`src/rtl/regstk_pkg.sv`:
```
package regstk_pkg;

    localparam int SZ_W     = 7;
    localparam int ROT_W    = 4;
    localparam int LOG_BASE = 32;

    typedef enum logic [2:0] {
        CMD_NOP   = 3'd0,
        CMD_CALL  = 3'd1,
        CMD_ALLOC = 3'd2,
        CMD_RET   = 3'd3,
        CMD_LDPFS = 3'd4
    } cmd_e;

    typedef enum logic {
        FR_DEFAULT = 1'b0,
        FR_SIZED   = 1'b1
    } frame_e;

    // saved-frame word: dflt[25] base[24:18] sor[17:14] sol[13:7] sof[6:0]
    typedef struct packed {
        logic             dflt;
        logic [SZ_W-1:0]  base;
        logic [ROT_W-1:0] sor;
        logic [SZ_W-1:0]  sol;
        logic [SZ_W-1:0]  sof;
    } pfs_t;

    localparam int PFS_W = $bits(pfs_t);

endpackage

```
`src/rtl/regstk_map.sv`:
```
module regstk_map
    import regstk_pkg::*;
#(
    parameter int PHYS_REGS = 96
) (
    input  logic [SZ_W-1:0] base,
    input  logic [SZ_W-1:0] sof,
    input  logic [SZ_W-1:0] idx,
    output logic [SZ_W-1:0] phys,
    output logic            illegal
);

    localparam logic [SZ_W-1:0] FIRST = SZ_W'(LOG_BASE);
    localparam logic [SZ_W:0]   WRAP  = (SZ_W+1)'(PHYS_REGS);

    logic [SZ_W-1:0] offset;
    logic [SZ_W:0]   sum;

    always_comb begin
        offset  = idx - FIRST;
        sum     = (SZ_W+1)'(base) + (SZ_W+1)'(offset);
        phys    = SZ_W'((sum >= WRAP) ? sum - WRAP : sum);
        illegal = (idx < FIRST) || (offset >= sof);
    end

endmodule

```
`src/rtl/regstk_file.sv`:
```
module regstk_file
    import regstk_pkg::*;
#(
    parameter int PHYS_REGS = 96,
    parameter int DATA_W    = 32
) (
    input  logic              clk,
    input  logic              we,
    input  logic [SZ_W-1:0]   waddr,
    input  logic [DATA_W-1:0] wdata,
    input  logic [SZ_W-1:0]   raddr,
    output logic [DATA_W-1:0] rdata
);

    logic [DATA_W-1:0] mem [PHYS_REGS];

    always_ff @(posedge clk) begin
        if (we) begin
            mem[waddr] <= wdata;
        end
    end

    always_comb begin
        rdata = mem[raddr];
    end

endmodule

```
`src/rtl/regstk_frame_ctl.sv`:
```
module regstk_frame_ctl
    import regstk_pkg::*;
#(
    parameter int PHYS_REGS = 96,
    parameter int LINK_W    = 32,
    parameter int DEPTH_W   = 16
) (
    input  logic              clk,
    input  logic              rst_n,
    input  cmd_e              cmd,
    input  logic [SZ_W-1:0]   alc_in,
    input  logic [SZ_W-1:0]   alc_loc,
    input  logic [SZ_W-1:0]   alc_out,
    input  logic [ROT_W-1:0]  alc_rot,
    input  logic [LINK_W-1:0] call_link,
    input  logic [PFS_W-1:0]  pfs_load,
    output logic [SZ_W-1:0]   sof,
    output logic [SZ_W-1:0]   sol,
    output logic [ROT_W-1:0]  sor,
    output logic [SZ_W-1:0]   base,
    output pfs_t              pfs,
    output logic [LINK_W-1:0] link,
    output logic              ovf,
    output logic              is_default,
    output logic              alloc_ok,
    output logic [SZ_W-1:0]   alloc_sof
);

    localparam int              SUM_W = SZ_W + 2;
    localparam logic [DEPTH_W:0] LIMIT = (DEPTH_W+1)'(PHYS_REGS);
    localparam logic [SZ_W:0]    WRAP  = (SZ_W+1)'(PHYS_REGS);

    frame_e            state_q, state_d;
    logic [SZ_W-1:0]   sof_q, sol_q, base_q;
    logic [ROT_W-1:0]  sor_q;
    logic [DEPTH_W-1:0] depth_q;   // locals held by all frames below this one
    pfs_t              pfs_q;
    logic [LINK_W-1:0] link_q;
    logic              ovf_q;

    logic [SUM_W-1:0]  want_sof;
    logic [DEPTH_W:0]  need;
    logic [SZ_W:0]     bsum;
    logic [SZ_W-1:0]   base_adv;
    pfs_t              pfs_snap;

    always_comb begin
        want_sof  = SUM_W'(alc_in) + SUM_W'(alc_loc) + SUM_W'(alc_out);
        need      = (DEPTH_W+1)'(depth_q) + (DEPTH_W+1)'(want_sof);
        alloc_ok  = (cmd == CMD_ALLOC) && (need <= LIMIT);
        alloc_sof = SZ_W'(want_sof);
        bsum      = (SZ_W+1)'(base_q) + (SZ_W+1)'(sol_q);
        base_adv  = SZ_W'((bsum >= WRAP) ? bsum - WRAP : bsum);
        pfs_snap  = '{dflt: (state_q == FR_DEFAULT), base: base_q,
                      sor: sor_q, sol: sol_q, sof: sof_q};
    end

    // state register
    always_ff @(posedge clk or negedge rst_n) begin
        if (!rst_n) begin
            state_q <= FR_DEFAULT;
        end else begin
            state_q <= state_d;
        end
    end

    // next state
    always_comb begin
        state_d = state_q;
        unique case (cmd)
            CMD_CALL:  state_d = FR_DEFAULT;
            CMD_ALLOC: if (alloc_ok) state_d = FR_SIZED;
            CMD_RET:   state_d = pfs_q.dflt ? FR_DEFAULT : FR_SIZED;
            default:   state_d = state_q;
        endcase
    end

    // outputs
    always_comb begin
        is_default = (state_q == FR_DEFAULT);
        sof        = sof_q;
        sol        = sol_q;
        sor        = sor_q;
        base       = base_q;
        pfs        = pfs_q;
        link       = link_q;
        ovf        = ovf_q;
    end

    // frame marker, base, depth, saved word, link
    always_ff @(posedge clk or negedge rst_n) begin
        if (!rst_n) begin
            sof_q   <= '0;
            sol_q   <= '0;
            sor_q   <= '0;
            base_q  <= '0;
            depth_q <= '0;
            pfs_q   <= '0;
            link_q  <= '0;
            ovf_q   <= 1'b0;
        end else begin
            ovf_q <= (cmd == CMD_ALLOC) && !alloc_ok;
            unique case (cmd)
                CMD_CALL: begin
                    pfs_q   <= pfs_snap;
                    base_q  <= base_adv;
                    sof_q   <= sof_q - sol_q;
                    sol_q   <= '0;
                    sor_q   <= '0;
                    depth_q <= depth_q + DEPTH_W'(sol_q);
                    link_q  <= call_link;
                end
                CMD_ALLOC: begin
                    if (alloc_ok) begin
                        sof_q <= alloc_sof;
                        sol_q <= alc_in + alc_loc;
                        sor_q <= alc_rot;
                    end
                end
                CMD_RET: begin
                    sof_q   <= pfs_q.sof;
                    sol_q   <= pfs_q.sol;
                    sor_q   <= pfs_q.sor;
                    base_q  <= pfs_q.base;
                    depth_q <= depth_q - DEPTH_W'(pfs_q.sol);
                end
                CMD_LDPFS: pfs_q <= pfs_t'(pfs_load);
                default: ;
            endcase
        end
    end

endmodule

```
`src/rtl/regstk_frame_unit.sv`:
```
module regstk_frame_unit
    import regstk_pkg::*;
#(
    parameter int PHYS_REGS = 96,
    parameter int DATA_W    = 32,
    parameter int LINK_W    = 32
) (
    input  logic              clk,
    input  logic              rst_n,
    input  logic [2:0]        cmd,
    input  logic [SZ_W-1:0]   alc_in,
    input  logic [SZ_W-1:0]   alc_loc,
    input  logic [SZ_W-1:0]   alc_out,
    input  logic [ROT_W-1:0]  alc_rot,
    input  logic [SZ_W-1:0]   alc_dst,
    input  logic [LINK_W-1:0] call_ret_addr,
    input  logic [SZ_W-1:0]   rd_idx,
    output logic [DATA_W-1:0] rd_data,
    output logic              rd_illegal,
    input  logic              wr_en,
    input  logic [SZ_W-1:0]   wr_idx,
    input  logic [DATA_W-1:0] wr_data,
    output logic              wr_illegal,
    output logic [SZ_W-1:0]   cur_sof,
    output logic [SZ_W-1:0]   cur_sol,
    output logic [ROT_W-1:0]  cur_sor,
    output logic [SZ_W-1:0]   cur_base,
    output logic [PFS_W-1:0]  pfs_value,
    output logic [LINK_W-1:0] ret_link,
    output logic              ovf_flag,
    output logic              frame_is_default
);

    localparam int NMAP = 3;   // 0 read, 1 port write, 2 alloc target

    cmd_e            cmd_c;
    pfs_t            pfs_q;
    logic            alloc_ok;
    logic [SZ_W-1:0] alloc_sof;

    logic [SZ_W-1:0] m_idx  [NMAP];
    logic [SZ_W-1:0] m_sof  [NMAP];
    logic [SZ_W-1:0] m_phys [NMAP];
    logic            m_ill  [NMAP];

    logic              port_wr, alloc_wr, f_we;
    logic [SZ_W-1:0]   f_waddr;
    logic [DATA_W-1:0] f_wdata, f_rdata;

    assign cmd_c = cmd_e'(cmd);

    regstk_frame_ctl #(
        .PHYS_REGS (PHYS_REGS),
        .LINK_W    (LINK_W)
    ) u_ctl (
        .clk        (clk),
        .rst_n      (rst_n),
        .cmd        (cmd_c),
        .alc_in     (alc_in),
        .alc_loc    (alc_loc),
        .alc_out    (alc_out),
        .alc_rot    (alc_rot),
        .call_link  (call_ret_addr),
        .pfs_load   (wr_data[PFS_W-1:0]),
        .sof        (cur_sof),
        .sol        (cur_sol),
        .sor        (cur_sor),
        .base       (cur_base),
        .pfs        (pfs_q),
        .link       (ret_link),
        .ovf        (ovf_flag),
        .is_default (frame_is_default),
        .alloc_ok   (alloc_ok),
        .alloc_sof  (alloc_sof)
    );

    always_comb begin
        m_idx[0] = rd_idx;   m_sof[0] = cur_sof;
        m_idx[1] = wr_idx;   m_sof[1] = cur_sof;
        m_idx[2] = alc_dst;  m_sof[2] = alloc_sof;
    end

    for (genvar g = 0; g < NMAP; g++) begin : g_map
        regstk_map #(
            .PHYS_REGS (PHYS_REGS)
        ) u_map (
            .base    (cur_base),
            .sof     (m_sof[g]),
            .idx     (m_idx[g]),
            .phys    (m_phys[g]),
            .illegal (m_ill[g])
        );
    end

    always_comb begin
        port_wr    = wr_en && !m_ill[1] &&
                     (cmd_c != CMD_ALLOC) && (cmd_c != CMD_LDPFS);
        alloc_wr   = alloc_ok && !m_ill[2];
        f_we       = port_wr || alloc_wr;
        f_waddr    = alloc_wr ? m_phys[2] : m_phys[1];
        f_wdata    = alloc_wr ? DATA_W'(pfs_q) : wr_data;
        rd_illegal = m_ill[0];
        wr_illegal = wr_en && m_ill[1];
        rd_data    = m_ill[0] ? '0 : f_rdata;
        pfs_value  = pfs_q;
    end

    regstk_file #(
        .PHYS_REGS (PHYS_REGS),
        .DATA_W    (DATA_W)
    ) u_file (
        .clk   (clk),
        .we    (f_we),
        .waddr (f_waddr),
        .wdata (f_wdata),
        .raddr (m_phys[0]),
        .rdata (f_rdata)
    );

endmodule

```
`config.mk`:
```
export PLATFORM = sky130hd
export DESIGN_NAME = regstk_frame_unit
export DESIGN_NICKNAME = d
export VERILOG_FILES = /design/src/rtl/regstk_pkg.sv /design/src/rtl/regstk_map.sv /design/src/rtl/regstk_file.sv /design/src/rtl/regstk_frame_ctl.sv /design/src/rtl/regstk_frame_unit.sv
export SDC_FILE = /design/constraint.sdc
export NUM_CORES = 2
export LEC_CHECK = 0
export ABC_AREA = 1
export ABC_CLOCK_PERIOD_IN_PS = 9900
export BUFFER_PORTS_ARGS = -buffer_cell sky130_fd_sc_hd__buf_2
export CAP_MARGIN = 10
export CORE_MARGIN = 2
export CORE_UTILIZATION = 25
export CTS_CLUSTER_SIZE = 25
export DETAILED_ROUTE_END_ITERATION = 10
export SETUP_SLACK_MARGIN = 0.4
export SLEW_MARGIN = 40
export SYNTH_ARGS = -nofsm -noshare
export SYNTH_HDL_FRONTEND = slang
export SYNTH_SLANG_ARGS = --single-unit
export TNS_END_PERCENT = 5
```
`constraint.sdc`:
```
create_clock -name clk -period 9.9 [get_ports clk]
set_input_delay 0.99 -clock clk [delete_from_list [all_inputs] [get_ports clk]]
set_output_delay 0.99 -clock clk [all_outputs]
set_load 0.05 [all_outputs]
```
==> results.yml <==
finish:
  layout_common_cells: "3072 x edfxtp_1, 2206 x nand2_1, 1561 x a21oi_1"
  syn_to_final_growth_pct: 17.64
  fin_util_pct: 29.53
  final_common_cell: "edfxtp_1"
  nNetsFinal: 10320
  stdcell_count: 17140
  drive_above_1_share_pct: 11.81
logic_synthesis:
  synth_cells: 9919
  syn_area_sq_mm: 0.1288
  synth_nets: 10140
  yosysSeqAreaShare_pct: 73.56
  ys_warn_count: 0
  synth_cell_types: 53
  ys_ff_latch: 3173
  syn_area_per_cell_sq_um: 12.99
floorplan:
  io-pin-count: 235
  die_h_microns: 721.9
  start_util_pct: 25.10
  placementRows: 263
  die_w_microns: 721.9
  die_area_sq_mm: 0.5212
  core_sq_mm: 0.5133
timing:
  period_needed_ns: 7.929
  setup_viol: 0
  fmax_mhz: 126.1
  clock-skew-final_ns: 0.09301
  tightest_slew_ns: 0.9549
  drv_slew: 0
  hold_ws_ns: 0.07844
  maxSlewHeadroom_pct: 36.34
  fin_tns_setup_ns: 0
  hold_viol: 0
  finalCritPeriodShare_pct: 80.09
  rsz0062_at_grt: "false"
worst_setup_path:
  start_kind: "flop"
  path_class: "reg -> out"
  slowest_delay_ns: 0.87
  crit_path_top_delay_cell: "fa_4"
  cp-end-kind: "output pin"
  r2r_slack_ns: 4.36
  reg2reg_depth: 19
  path_cells: "ha_4 > fa_4 > inv_8 > buf_16 > buf_12 > a21oi_1 > a221oi_1 > nor3_1 > o21ai_0 > nand2_1 > nand2_1 > a21oi_1 > nor2_1 > buf_2"
  cp.required_ns: 8.91
  worst_ep_arrival_time_ns: 6.94
  path_max_fanout: 66
detailed_routing:
  top_layer_used: "met5"
  drtIter0Drc: 11230
  first_pass_iters: 8
  wl_met3_microns: 40330
  wl_met2_microns: 178200
  drcViolationCount: 0
  vias: 86090
  wl_met1_microns: 171900
  detail_route.wl_per_cell_microns: 23.65
  via_per_inst: 5.024
  ant_nets: 0
  totalWireLength_microns: 405400
placement:
  port_buffers: 234
  hpwl_microns: 250100
  placed_cells: 16520
  gp_congestion: 0.8792
cts:
  clkTransAtPathRegs_ns: 0.06
  clk_root_buffer_cell: "clkbuf_16"
  htreeDepth: 5
  clock-sinks: 3173
  cts_tree: "yes"
  hold_buffers: 0
  cts_made_buffers: 330
  cts_setup_buffers: 0
  cts_resized: 0
  worst_skew_pair.late_latency_ns: 0.97
  clock_path_buffers: 4
global_route:
  grt_first_pass_wirelength_microns: 580400
  grt_overflow: 0
  antenna_found_initial: 28
  grt_pass1_vias: 81010
  grt_use_total_pct: 14.87
  grt_max_degree: 175
outcome:
  outcome: "completed"
power_and_ir_drop:
  peakVddDrop_uv: 277.2
  powerDensity_mw_per_mm2: 308.4
  p_leak_nw: 49.89
run:
  drv_cap: 0
hold_path:
  min_path_type: "in -> async"
==> sequential cells by signal, indices dropped and copies added (netlist names) <==
signal / count
u_ctl.sof: 7
u_file.mem: 3072
u_ctl.link: 32
u_ctl.ovf: 1
u_ctl.sor: 4
u_ctl.depth_q: 16
u_ctl.state_q: 1
u_ctl.pfs: 26
u_ctl.base: 7
u_ctl.sol: 7
==> worst paths after layout <==
kind                                  start            endpoint
max                           u_ctl.base[0]         rd_data[13]
min                                   rst_n      u_ctl.link[10]
max reg2reg                u_ctl.depth_q[0]  u_file.mem[86][28]
min reg2reg                  u_ctl.link[27]      u_ctl.link[27]
max in group asynchronous             rst_n        u_ctl.sof[6]
min in group clk           call_ret_addr[4]       u_ctl.link[4]
==> layer usage <==
| metal | track usage [%] | vias up |
|---|---|---|
| met3 | 3.396 | 619 |
| met4 | 5.302 | 26 |
| met2 | 22.36 | 4118 |
| met5 | 0 | - |
| li1 | - | 37830 |
| met1 | 20.93 | 43500 |
==> cell usage after synthesis, drive strengths merged <==
master	count	share of area (%)
nand2b	1	0.0049
ha	98	0.95
nand3b	4	0.023
clkbuf	642	1.9
xor2	30	0.20
a211oi	33	0.19
clkinv	5	0.015
a21boi	4	0.023
or2	10	0.049
o21bai	3	0.017
a221oi	737	5.0
nor4	1	0.017
and2	4	0.019
a31o	3	0.020
nand3	169	0.66
a31oi	63	0.31
nor2	270	0.84
o2111ai	1	0.0068
o221ai	9	0.061
dfrtp	101	2.0
o31ai	2	0.012
fa	9	0.14
a22oi	1	0.0058
edfxtp	3072	72
buf	68	0.22
o21ai	397	1.6
nand2	2225	6.5
o211ai	67	0.39
o21a	4	0.023
a21oi	1562	6.1
a21o	3	0.017
nand4	28	0.18
nor3	38	0.15
inv	212	0.62
xnor2	12	0.082
o22ai	30	0.15
nor3b	1	0.0058
==> power breakdown <==
| group | switching (mW) | leakage [nW] | internal, mW |
|---|---|---|---|
| Sequential | 0.193 | 28.8 | 15.0 |
| Combinational | 14.6 | 15.9 | 4.52 |
| Clock | 5.29 | 5.16 | 7.10 |
| Total | 20.1 | 49.9 | 26.6 |
==> worst max-delay path, delay by kind of cell, from the launching register on <==
| family | cells | cell delay [ns] |
|---|---|---|
| and+or+nand+nor | 4 | 1.30 |
| buffers and inverters | 4 | 1.49 |
| DFF | 1 | 0.69 |
| AOI/OAI and AO/OA | 4 | 1.21 |
| adders and majority gates | 2 | 1.10 |
==> cells by family (layout without fill, tap and decap cells) <==
kind of cell,Yosys count,count (layout),share of synthesized area [%]
simple gates,2751,2751,8.482
fa+ha+maj,107,107,1.091
flops,3173,3173,73.56
other cells,0,12,0
xor+xnor,42,42,0.2855
compound gates,2919,2919,13.86
buf+inv,927,1377,2.724
==> metrics by stage <==
stage | setup slack [ns] | total power [mW] | instance area, sq um
final | 1.971 | 46.74 | 151600
after global routing | 1.887 | 48.55 | 151600
after CTS | 1.903 | 46.58 | 151400
after detailed placement | 1.746 | 34.30 | 140800
after global placement | 1.562 | 34.11 | 139300
after floorplan | 0.2573 | 26.16 | 128800
==> final cells by class <==
| class | instances | area (sq um) |
|---|---|---|
| Clock buffer | 413 | 8697 |
| Multi-Input combinational cell | 5819 | 31730 |
| Inverter | 217 | 860.8 |
| Antenna cell | 12 | 30.03 |
| Sequential cell | 3173 | 94780 |
| Timing Repair Buffer | 557 | 5072 |
| Clock inverter | 190 | 1954 |
| Fill cell | 51310 | 361800 |
| Tap cell | 6757 | 8454 |
Power figures use the tool's default switching activity.
